File: src/rtl/flyby_pkg.sv
package flyby_pkg;

   typedef enum logic {
      DIR_MEM2IO = 1'b0,
      DIR_IO2MEM = 1'b1
   } fb_dir_e;

   typedef enum logic {
      ST_IDLE = 1'b0,
      ST_XFER = 1'b1
   } fb_state_e;

   typedef struct packed {
      logic mem_rd_n;
      logic mem_wr_n;
      logic io_rd_n;
      logic io_wr_n;
   } fb_strobe_t;

   localparam fb_strobe_t STROBE_IDLE = '{mem_rd_n: 1'b1, mem_wr_n: 1'b1,
                                          io_rd_n: 1'b1, io_wr_n: 1'b1};

   // Crossed strobe pair chosen by direction
   function automatic fb_strobe_t strobe_for(input fb_dir_e dir);
      fb_strobe_t s;
      s = STROBE_IDLE;
      if (dir == DIR_MEM2IO) begin
         s.mem_rd_n = 1'b0;
         s.io_wr_n  = 1'b0;
      end else begin
         s.mem_wr_n = 1'b0;
         s.io_rd_n  = 1'b0;
      end
      return s;
   endfunction

endpackage

File: src/rtl/flyby_chan_bank.sv
module flyby_chan_bank #(
   parameter int NUM_CH = 4,
   parameter int ADDR_W = 26,
   parameter int CNT_W  = 16,
   localparam int CH_W  = (NUM_CH > 1) ? $clog2(NUM_CH) : 1
) (
   input  logic              clk,
   input  logic              rst_n,
   input  logic              cfg_we,
   input  logic [CH_W-1:0]   cfg_ch,
   input  logic [ADDR_W-1:0] cfg_addr,
   input  logic [CNT_W-1:0]  cfg_cnt,
   input  logic              dec_en,
   input  logic [CH_W-1:0]   dec_ch,
   input  logic [CH_W-1:0]   rd_ch,
   output logic [ADDR_W-1:0] rd_addr,
   output logic [NUM_CH-1:0] tc
);

   logic [ADDR_W-1:0] addr_q [NUM_CH];
   logic [CNT_W-1:0]  cnt_q  [NUM_CH];

   for (genvar g = 0; g < NUM_CH; g++) begin : g_chan
      always_ff @(posedge clk or negedge rst_n) begin
         if (!rst_n) begin
            addr_q[g] <= '0;
            cnt_q[g]  <= '0;
         end else if (cfg_we && (cfg_ch == CH_W'(g))) begin
            addr_q[g] <= cfg_addr;
            cnt_q[g]  <= cfg_cnt;
         end else if (dec_en && (dec_ch == CH_W'(g)) && (cnt_q[g] != '0)) begin
            cnt_q[g]  <= cnt_q[g] - CNT_W'(1);
         end
      end

      assign tc[g] = (cnt_q[g] == '0);
   end

   assign rd_addr = addr_q[rd_ch];

endmodule

File: src/rtl/flyby_seq.sv
module flyby_seq
   import flyby_pkg::*;
#(
   parameter int          NUM_CH     = 4,
   parameter int          ADDR_W     = 26,
   parameter int          TYPE_W     = 3,
   parameter logic [TYPE_W-1:0] FLYBY_TYPE = 3'b111,
   parameter logic [TYPE_W-1:0] IDLE_TYPE  = 3'b000,
   localparam int         CH_W       = (NUM_CH > 1) ? $clog2(NUM_CH) : 1
) (
   input  logic              clk,
   input  logic              rst_n,
   input  logic              req_valid,
   input  logic [CH_W-1:0]   req_ch,
   input  fb_dir_e           req_dir,
   input  logic              flyby_en,
   input  logic              req_tc,
   input  logic [ADDR_W-1:0] ch_addr,
   input  logic              mem_ready,
   output logic              req_grant,
   output logic              done,
   output logic              err,
   output logic              dec_en,
   output logic [CH_W-1:0]   dec_ch,
   output logic [ADDR_W-1:0] bus_addr,
   output logic [TYPE_W-1:0] bus_type,
   output fb_strobe_t        strobes,
   output logic [NUM_CH-1:0] ch_act_n
);

   fb_state_e   state_q;
   logic        accept, reject, finish;
   logic [CH_W-1:0] cur_ch_q;

   always_comb begin
      accept = (state_q == ST_IDLE) && req_valid && flyby_en && !req_tc;
      reject = (state_q == ST_IDLE) && req_valid && !accept;
      finish = (state_q == ST_XFER) && mem_ready;
   end

   always_ff @(posedge clk or negedge rst_n) begin
      if (!rst_n) begin
         state_q  <= ST_IDLE;
         strobes  <= STROBE_IDLE;
         bus_type <= IDLE_TYPE;
         bus_addr <= '0;
         ch_act_n <= '1;
         cur_ch_q <= '0;
         done     <= 1'b0;
         err      <= 1'b0;
      end else begin
         done <= finish;
         err  <= reject;
         if (accept) begin
            state_q  <= ST_XFER;
            strobes  <= strobe_for(req_dir);
            bus_type <= FLYBY_TYPE;
            bus_addr <= ch_addr;
            ch_act_n <= ~(NUM_CH'(1) << req_ch);
            cur_ch_q <= req_ch;
         end else if (finish) begin
            state_q  <= ST_IDLE;
            strobes  <= STROBE_IDLE;
            bus_type <= IDLE_TYPE;
            ch_act_n <= '1;
         end
      end
   end

   assign req_grant = accept;
   assign dec_en    = finish;
   assign dec_ch    = cur_ch_q;

endmodule

File: src/rtl/flyby_cycle_gen.sv
module flyby_cycle_gen
   import flyby_pkg::*;
#(
   parameter int          NUM_CH     = 4,
   parameter int          ADDR_W     = 26,
   parameter int          CNT_W      = 16,
   parameter int          DATA_W     = 32,
   parameter int          TYPE_W     = 3,
   parameter logic [TYPE_W-1:0] FLYBY_TYPE = 3'b111,
   parameter logic [TYPE_W-1:0] IDLE_TYPE  = 3'b000,
   localparam int         CH_W       = (NUM_CH > 1) ? $clog2(NUM_CH) : 1
) (
   input  logic              clk,
   input  logic              rst_n,
   input  logic              flyby_en,
   input  logic              cfg_we,
   input  logic [CH_W-1:0]   cfg_ch,
   input  logic [ADDR_W-1:0] cfg_addr,
   input  logic [CNT_W-1:0]  cfg_cnt,
   input  logic              req_valid,
   input  logic [CH_W-1:0]   req_ch,
   input  logic              req_dir,
   output logic              req_grant,
   output logic              done,
   output logic              err,
   input  logic              mem_ready,
   output logic [ADDR_W-1:0] bus_addr,
   output logic [TYPE_W-1:0] bus_type,
   output logic              mem_rd_n,
   output logic              mem_wr_n,
   output logic              io_rd_n,
   output logic              io_wr_n,
   output logic [NUM_CH-1:0] ch_act_n,
   output logic [NUM_CH-1:0] tc,
   output logic [DATA_W-1:0] int_dout
);

   // Elaboration-time parameter checks
   if (NUM_CH < 1 || NUM_CH > 16) begin : g_bad_num_ch
      $error("flyby_cycle_gen: NUM_CH out of range");
   end
   if (ADDR_W < 1 || CNT_W < 1 || DATA_W < 1) begin : g_bad_width
      $error("flyby_cycle_gen: widths must be positive");
   end
   if (FLYBY_TYPE == IDLE_TYPE) begin : g_bad_type
      $error("flyby_cycle_gen: flyby and idle type codes must differ");
   end

   logic              dec_en;
   logic [CH_W-1:0]   dec_ch;
   logic [ADDR_W-1:0] sel_addr;
   fb_strobe_t        strobes;

   flyby_chan_bank #(
      .NUM_CH (NUM_CH),
      .ADDR_W (ADDR_W),
      .CNT_W  (CNT_W)
   ) i_bank (
      .clk      (clk),
      .rst_n    (rst_n),
      .cfg_we   (cfg_we),
      .cfg_ch   (cfg_ch),
      .cfg_addr (cfg_addr),
      .cfg_cnt  (cfg_cnt),
      .dec_en   (dec_en),
      .dec_ch   (dec_ch),
      .rd_ch    (req_ch),
      .rd_addr  (sel_addr),
      .tc       (tc)
   );

   flyby_seq #(
      .NUM_CH     (NUM_CH),
      .ADDR_W     (ADDR_W),
      .TYPE_W     (TYPE_W),
      .FLYBY_TYPE (FLYBY_TYPE),
      .IDLE_TYPE  (IDLE_TYPE)
   ) i_seq (
      .clk       (clk),
      .rst_n     (rst_n),
      .req_valid (req_valid),
      .req_ch    (req_ch),
      .req_dir   (fb_dir_e'(req_dir)),
      .flyby_en  (flyby_en),
      .req_tc    (tc[req_ch]),
      .ch_addr   (sel_addr),
      .mem_ready (mem_ready),
      .req_grant (req_grant),
      .done      (done),
      .err       (err),
      .dec_en    (dec_en),
      .dec_ch    (dec_ch),
      .bus_addr  (bus_addr),
      .bus_type  (bus_type),
      .strobes   (strobes),
      .ch_act_n  (ch_act_n)
   );

   assign mem_rd_n = strobes.mem_rd_n;
   assign mem_wr_n = strobes.mem_wr_n;
   assign io_rd_n  = strobes.io_rd_n;
   assign io_wr_n  = strobes.io_wr_n;

   // Data moves on the memory-side bus only
   assign int_dout = '0;

endmodule

File: config.mk
export PLATFORM = sky130hd
export DESIGN_NAME = flyby_cycle_gen
export DESIGN_NICKNAME = d
export VERILOG_FILES = /design/src/rtl/flyby_pkg.sv /design/src/rtl/flyby_chan_bank.sv /design/src/rtl/flyby_seq.sv /design/src/rtl/flyby_cycle_gen.sv
export SDC_FILE = /design/constraint.sdc
export NUM_CORES = 1
export LEC_CHECK = 0
export BUFFER_PORTS_ARGS = -buffer_cell sky130_fd_sc_hd__buf_2
export CORE_MARGIN = 2
export CORE_UTILIZATION = 25
export CTS_BUF_LIST = sky130_fd_sc_hd__clkbuf_4
export DETAILED_ROUTE_END_ITERATION = 8
export GPL_TIMING_DRIVEN = 0
export HOLD_SLACK_MARGIN = 0.06
export SKIP_LAST_GASP = 1
export SYNTH_ARGS = -nofsm -noshare
export SYNTH_HDL_FRONTEND = slang
export SYNTH_SLANG_ARGS = --single-unit
File: constraint.sdc
create_clock -name clk -period 3.1 [get_ports clk]
set_clock_uncertainty 0.2 [all_clocks]
set_input_delay 0.62 -clock clk [delete_from_list [all_inputs] [get_ports clk]]
set_output_delay 0.62 -clock clk [all_outputs]
set_load 0.1 [all_outputs]
Word-level counts from Yosys, hierarchy flattened
Cells that the tools add are included.
Word-level totals
  flip-flop bits (word level): 210
  bits of input ports: 53
  output and inout port bits: 76
  word-level logic and storage cells: 91
Operators by class
  add/sub/neg operators: 4
  magnitude comparators: 2
  equal/unequal tests: 6
  shifts and indexed selects: 1
  muxes and demuxes: 22
  bitwise operators: 3
  reductions and logical operators: 34
Operators by type and width (number)
  16-bit 2-to-1 mux: 8
  16-bit logical NOT: 4
  16-bit nonzero test: 4
  16-bit by 1-bit subtractor with 16-bit output (second input constant): 4
  26-bit binary-select mux with 2-bit select: 1
  26-bit 2-to-1 mux: 2
  1-bit logical AND: 17
  4-bit 2-to-1 mux: 3
  2-bit nonzero test: 5
  2-bit equality test (second input constant): 4
  3-bit 2-to-1 mux: 2
  2-bit by 1-bit equality test with 1-bit output (second input constant): 2
  2-bit logical NOT: 2
  1-bit 2-to-1 mux: 4
  4-bit inverter: 1
  1-bit by 2-bit left shift with 4-bit output (first input constant): 1
  3-bit greater-or-equal comparator (second input constant): 1
  2-bit by 3-bit less-than comparator with 1-bit output (second input constant): 1
  2-bit inverter with 3-bit output: 1
  1-bit binary-select mux with 2-bit select: 1
  1-bit logical NOT: 2
  2-bit 2-to-1 mux: 1
  1-bit inverter: 1

Logic depth before layout (Yosys ltp)
  depth after elaboration: 7
  depth in mapped cells: 9
  depth with buffers taken out: 8

Cells and area by module
From an unflattened synthesis, not the netlist that was laid out.
Unflattened totals
  cell total of the unflattened synthesis: 930
  area, all modules: 10146.0 um^2
Modules (own cells, without submodules)
  flyby_chan_bank: instances 1, cells each 797, area each 8249.2 um^2, seq. area each 4204.0 um^2
  flyby_seq: instances 1, cells each 99, area each 1630.3 um^2, seq. area each 933.4 um^2
  flyby_cycle_gen: instances 1, cells each 34, area each 266.5 um^2, seq. area each 0.0 um^2

Least setup slack after synthesis
Ideal clock, no wire load.
  path kind: register to output
  from: reg i_bank.cnt_q[23] (netlist name)
  to: out tc[2]
  data arrival time: 4.004 ns
  required time: 2.280 ns
  setup slack: -1.724 ns
  stages on the path, launching flop included: 4
  buffers on the path: 0
  path through: dfrtp_1 > nor4_1 > nand2_1 > nor4_1
Between the ends
  longest elaborated chain between the ends: 1
Ends and longest elaborated chain
  from (decl): RTL line flyby_chan_bank.sv:21  | logic [CNT_W-1:0] cnt_q [NUM_CH];
  from (signal, indexed assignment): RTL line flyby_chan_bank.sv:30  | cnt_q[g] <= cfg_cnt;
  from (signal, indexed assignment): RTL line flyby_chan_bank.sv:32  | cnt_q[g] <= cnt_q[g] - CNT_W'(1);
  16-bit logical NOT: RTL line flyby_chan_bank.sv:36  | assign tc[g] = (cnt_q[g] == '0);
  to (decl): RTL line flyby_cycle_gen.sv:34  | output logic [NUM_CH-1:0] tc,
Every way passes these cells.

Worst setup path in the final report
  from: reg i_bank.cnt_q[40] (netlist name)
  to: out req_grant
Between the ends
  longest elaborated chain between the ends: 5
Ends and longest elaborated chain
  16-bit logical NOT: RTL line flyby_chan_bank.sv:36
  1-bit binary-select mux with 2-bit select: RTL line flyby_cycle_gen.sv:85  | .req_tc (tc[req_ch]),
  1-bit 2-to-1 mux (not written as such): RTL line flyby_cycle_gen.sv:85
  1-bit logical NOT: RTL line flyby_seq.sv:36  | accept = (state_q == ST_IDLE) && req_valid && flyby_en && !req_tc;
  1-bit logical AND: RTL line flyby_seq.sv:36
  to (decl): RTL line flyby_cycle_gen.sv:23  | output logic req_grant,
Every way passes these cells. The select of a mux whose other input is x is not followed.

==> flow_summary_export.csv <==
group,metric,value,unit
worst_setup_path,critPathRequiredTime,2.28,ns
final_layout,design_area,12700,um2
final_layout,synthToLayoutAreaGrowth,27.6,%
routing,ant_nets,0,
placement,gp_congestion,0.778,
worst_setup_path,r2r_slack,0.17,ns
placement,numPortBuffers,96,
timing,worst_slew_pin_slew,0.905,ns
synth,synth_seq_area_share,51.6,%
timing,clock.fmax,291,MHz
power,p_leak,5.45,nW
floorplanning,coreArea,39500,um2
worst_setup_path,r2r_start,"i_bank.cnt_q[0]",
final_layout,drive_gt1_share,34.9,%
global_route,grt_max_degree,116,
floorplanning,start_util,25.2,%
min_path,hold_start,"req_ch[1]",
synth,ys_ff_latch,205,
timing,hold_ws,0.137,ns
synth,yosys_warnings,0,
floorplanning,rows,73,
timing,setup_viol,3,
power,seqPwrFrac,40.4,%
power,peakVddDrop,0.719,mV
outcome,violations,"setup timing",
floorplanning,die_area,41400,um2
routing,drc_errors,0,
synth,netlist-cell-type-count,57,
placement,dp.final_hpwl,17.7,mm
synth,avgSynthCellArea,11.3,um2
routing,avgRoutedWirePerCell,15.6,um
timing,fin_setup_tns,-0.604,ns
timing,slew_violations,0,
power,power_density,727,nW/um2
clock_network,clk_pin_slew,0.06,ns
global_route,grt_pass1_vias,7418,
placement,post-place-ws,-0.464,ns
global_route,grt_usage,12.6,%
worst_setup_path,critical_path_class,"reg -> out",
clock_network,cts_tree,"built",
worst_setup_path,ff2ff_path_depth,10,
min_path,hp-class,"in -> reg",
synth,syn_area,9950,um2
timing,worst_slack,-0.334,ns
power,comb_power_share,35.0,%
min_path,hold_path_depth,3,
flow_run,cap_violations,0,
timing,slew_headroom,39.7,%
timing,min_period,3.43,ns
synth,post-synth-top-count-cell,"dfrtp_1",
worst_setup_path,worst_setup_path_end_kind,"output pin",
routing,via_count,7334,
routing,vias_per_cell,4.37,
routing,drtIter0Drc,350,
global_route,grt_pass1_wl,40.8,mm
floorplanning,io_pins,129,
worst_setup_path,critPathArrivalTime,2.61,ns
floorplanning,die_x,203,um
worst_setup_path,r2r_end,"i_seq.bus_addr[2]",
worst_setup_path,critPathMaxFanout,2,
clock_network,cts_made_buffers,55,
global_route,overflow,0,
min_path,min_to,"i_seq.ch_act_n[1]",
clock_network,cts_root_buf,"clkbuf_4",
synth,synthTopCellsByCount,"199 x dfrtp_1, 112 x nand2_1, 84 x nor2_1",
timing,hold_viol_final,0,
synth,synthTopCellsByArea,"dfrtp_1 50%, mux2_2 8.9%, mux4_2 5.9%",
synth,yosysTopAreaCell,"dfrtp_1",
routing,routed_wl,26.2,mm
clock_network,clock_sinks,205,
routing,first_pass_iters,4,
outcome,status,"complete, but fails checks",
timing,period_share,111,%
timing,grt_setup_unrepaired,"true",
clock_network,clock_latency,0.70,ns
placement,placed_area,11300,um2
power,intPower,5.45,mW
clock_network,cts.path.max_buffers,3,
synth,synth_top_area_share,50.1,%
power,clockPowerShare,24.6,%
power,p_sw_share,40.9,%
final_layout,num-nets-final,1176,
synth,syn_inst,879,
power,p_sw,3.78,mW
synth,synth_ff_type,"dfrtp_1",
synth,synth-async-reset-ratio,100,%
clock_network,htreeDepth,2,
floorplanning,die_y,203,um
worst_setup_path,cp-start-kind,"flip-flop",
synth,synth-edff-count,0,
global_route,antenna_found_initial,4,
==> per-layer routing <==
metal | part of all wire (%) | track usage [%] | routed length, um
met5 | 0.10 | 0 | 27
met4 | 2.2 | 4.30 | 574
met3 | 6.0 | 3.13 | 1570
met2 | 47 | 20.5 | 12400
met1 | 44 | 16.5 | 11600
==> flip-flops by register name, indices dropped and copies added, names as in the netlist, 2 cells and up <==
| register | cells |
|---|---|
| i_seq.ch_act_n | 4 |
| i_seq.strobes | 2 |
| i_bank.cnt_q | 64 |
| i_bank.addr_q | 104 |
| i_seq.bus_addr | 26 |
| i_seq.dec_ch | 2 |
==> how the worst max path moves through the flow <==
stage / depth (start not counted) / startpoint / endpoint
after global routing: 6 / i_bank.cnt_q[40] / req_grant
after detailed placement: 8 / req_ch[0] / req_grant
after CTS: 7 / i_bank.cnt_q[40] / req_grant
final: 6 / i_bank.cnt_q[40] / req_grant
after global placement: 1 / rst_n / i_seq.bus_addr[22]
after floorplan: 6 / i_bank.cnt_q[32] / tc[1]
==> power by group through the flow <==
stage               clock network [mW]  logic [mW]  registers, mW
finish                            2.27        3.23           3.73
global route                      2.53        3.41           3.81
CTS                               2.39        3.24           3.72
detailed placement                   0        3.16           3.74
global placement                     0        3.12           3.71
floorplan                            0        1.36           4.90
==> critical path, stage by stage (launching register included) <==
cell,delay (ns)
dfrtp_1,0.39
or4_4,0.54
or3_4,0.41
nor4_4,0.15
a211oi_2,0.08
nand2b_4,0.18
buf_12,0.17
==> cells in the final DEF (no fill, tap or decap), types with 28 or more instances in the layout <==
| cell | count |
|---|---|
| conb_1 | 32 |
| xnor2_1 | 30 |
| clkbuf_1 | 28 |
| clkbuf_4 | 79 |
| nand2_1 | 111 |
| mux2_2 | 79 |
| a21oi_1 | 58 |
| dfrtp_1 | 198 |
| buf_4 | 47 |
| nor2_1 | 80 |
| buf_2 | 92 |
| dlygate4sd3_1 | 46 |
==> final cells by class <==
type | count | area, um2
fillers | 4055 | 26800
flip-flops and latches | 205 | 5140
multi-input cells | 611 | 4600
repair buffers | 155 | 1140
well taps | 525 | 657
clock buffers | 79 | 593
plain buffers | 76 | 442
clock inverters | 12 | 56.3
inverters | 15 | 56.3
diodes | 2 | 5.00
==> through the flow <==
stage / cells / power [mW] / utilization, %
floorplan: 910 / 6.26 / -
global placement: 1531 / 6.83 / 28.4
detailed placement: 1532 / 6.89 / 28.5
CTS: 1674 / 9.34 / 31.9
global route: 1680 / 9.75 / 32.2
finish: 1680 / 9.23 / 32.2
==> what timing repair did <==
action	CTS	global route
endpoints found under the setup margin	5	25
hold endpoints to repair	250	0
pin swaps	8	8
hold buffers	46	0
gates resized for setup	44	12
buffers inserted	7	5
==> cell families (layout without fill, tap and decap cells) <==
| family | count (synthesis) | in the layout | synth area share, % |
|---|---|---|---|
| compound gates | 96 | 96 | 5.40 |
| mux | 132 | 132 | 18.8 |
| simple gates | 297 | 297 | 14.0 |
| xor+xnor | 50 | 50 | 4.40 |
| flops | 205 | 205 | 51.6 |
| other cells | 1 | 34 | 0.0377 |
| buf+inv | 94 | 337 | 5.21 |
| fa+ha+maj | 4 | 4 | 0.503 |
No activity file was read; power rests on OpenSTA's default activity.
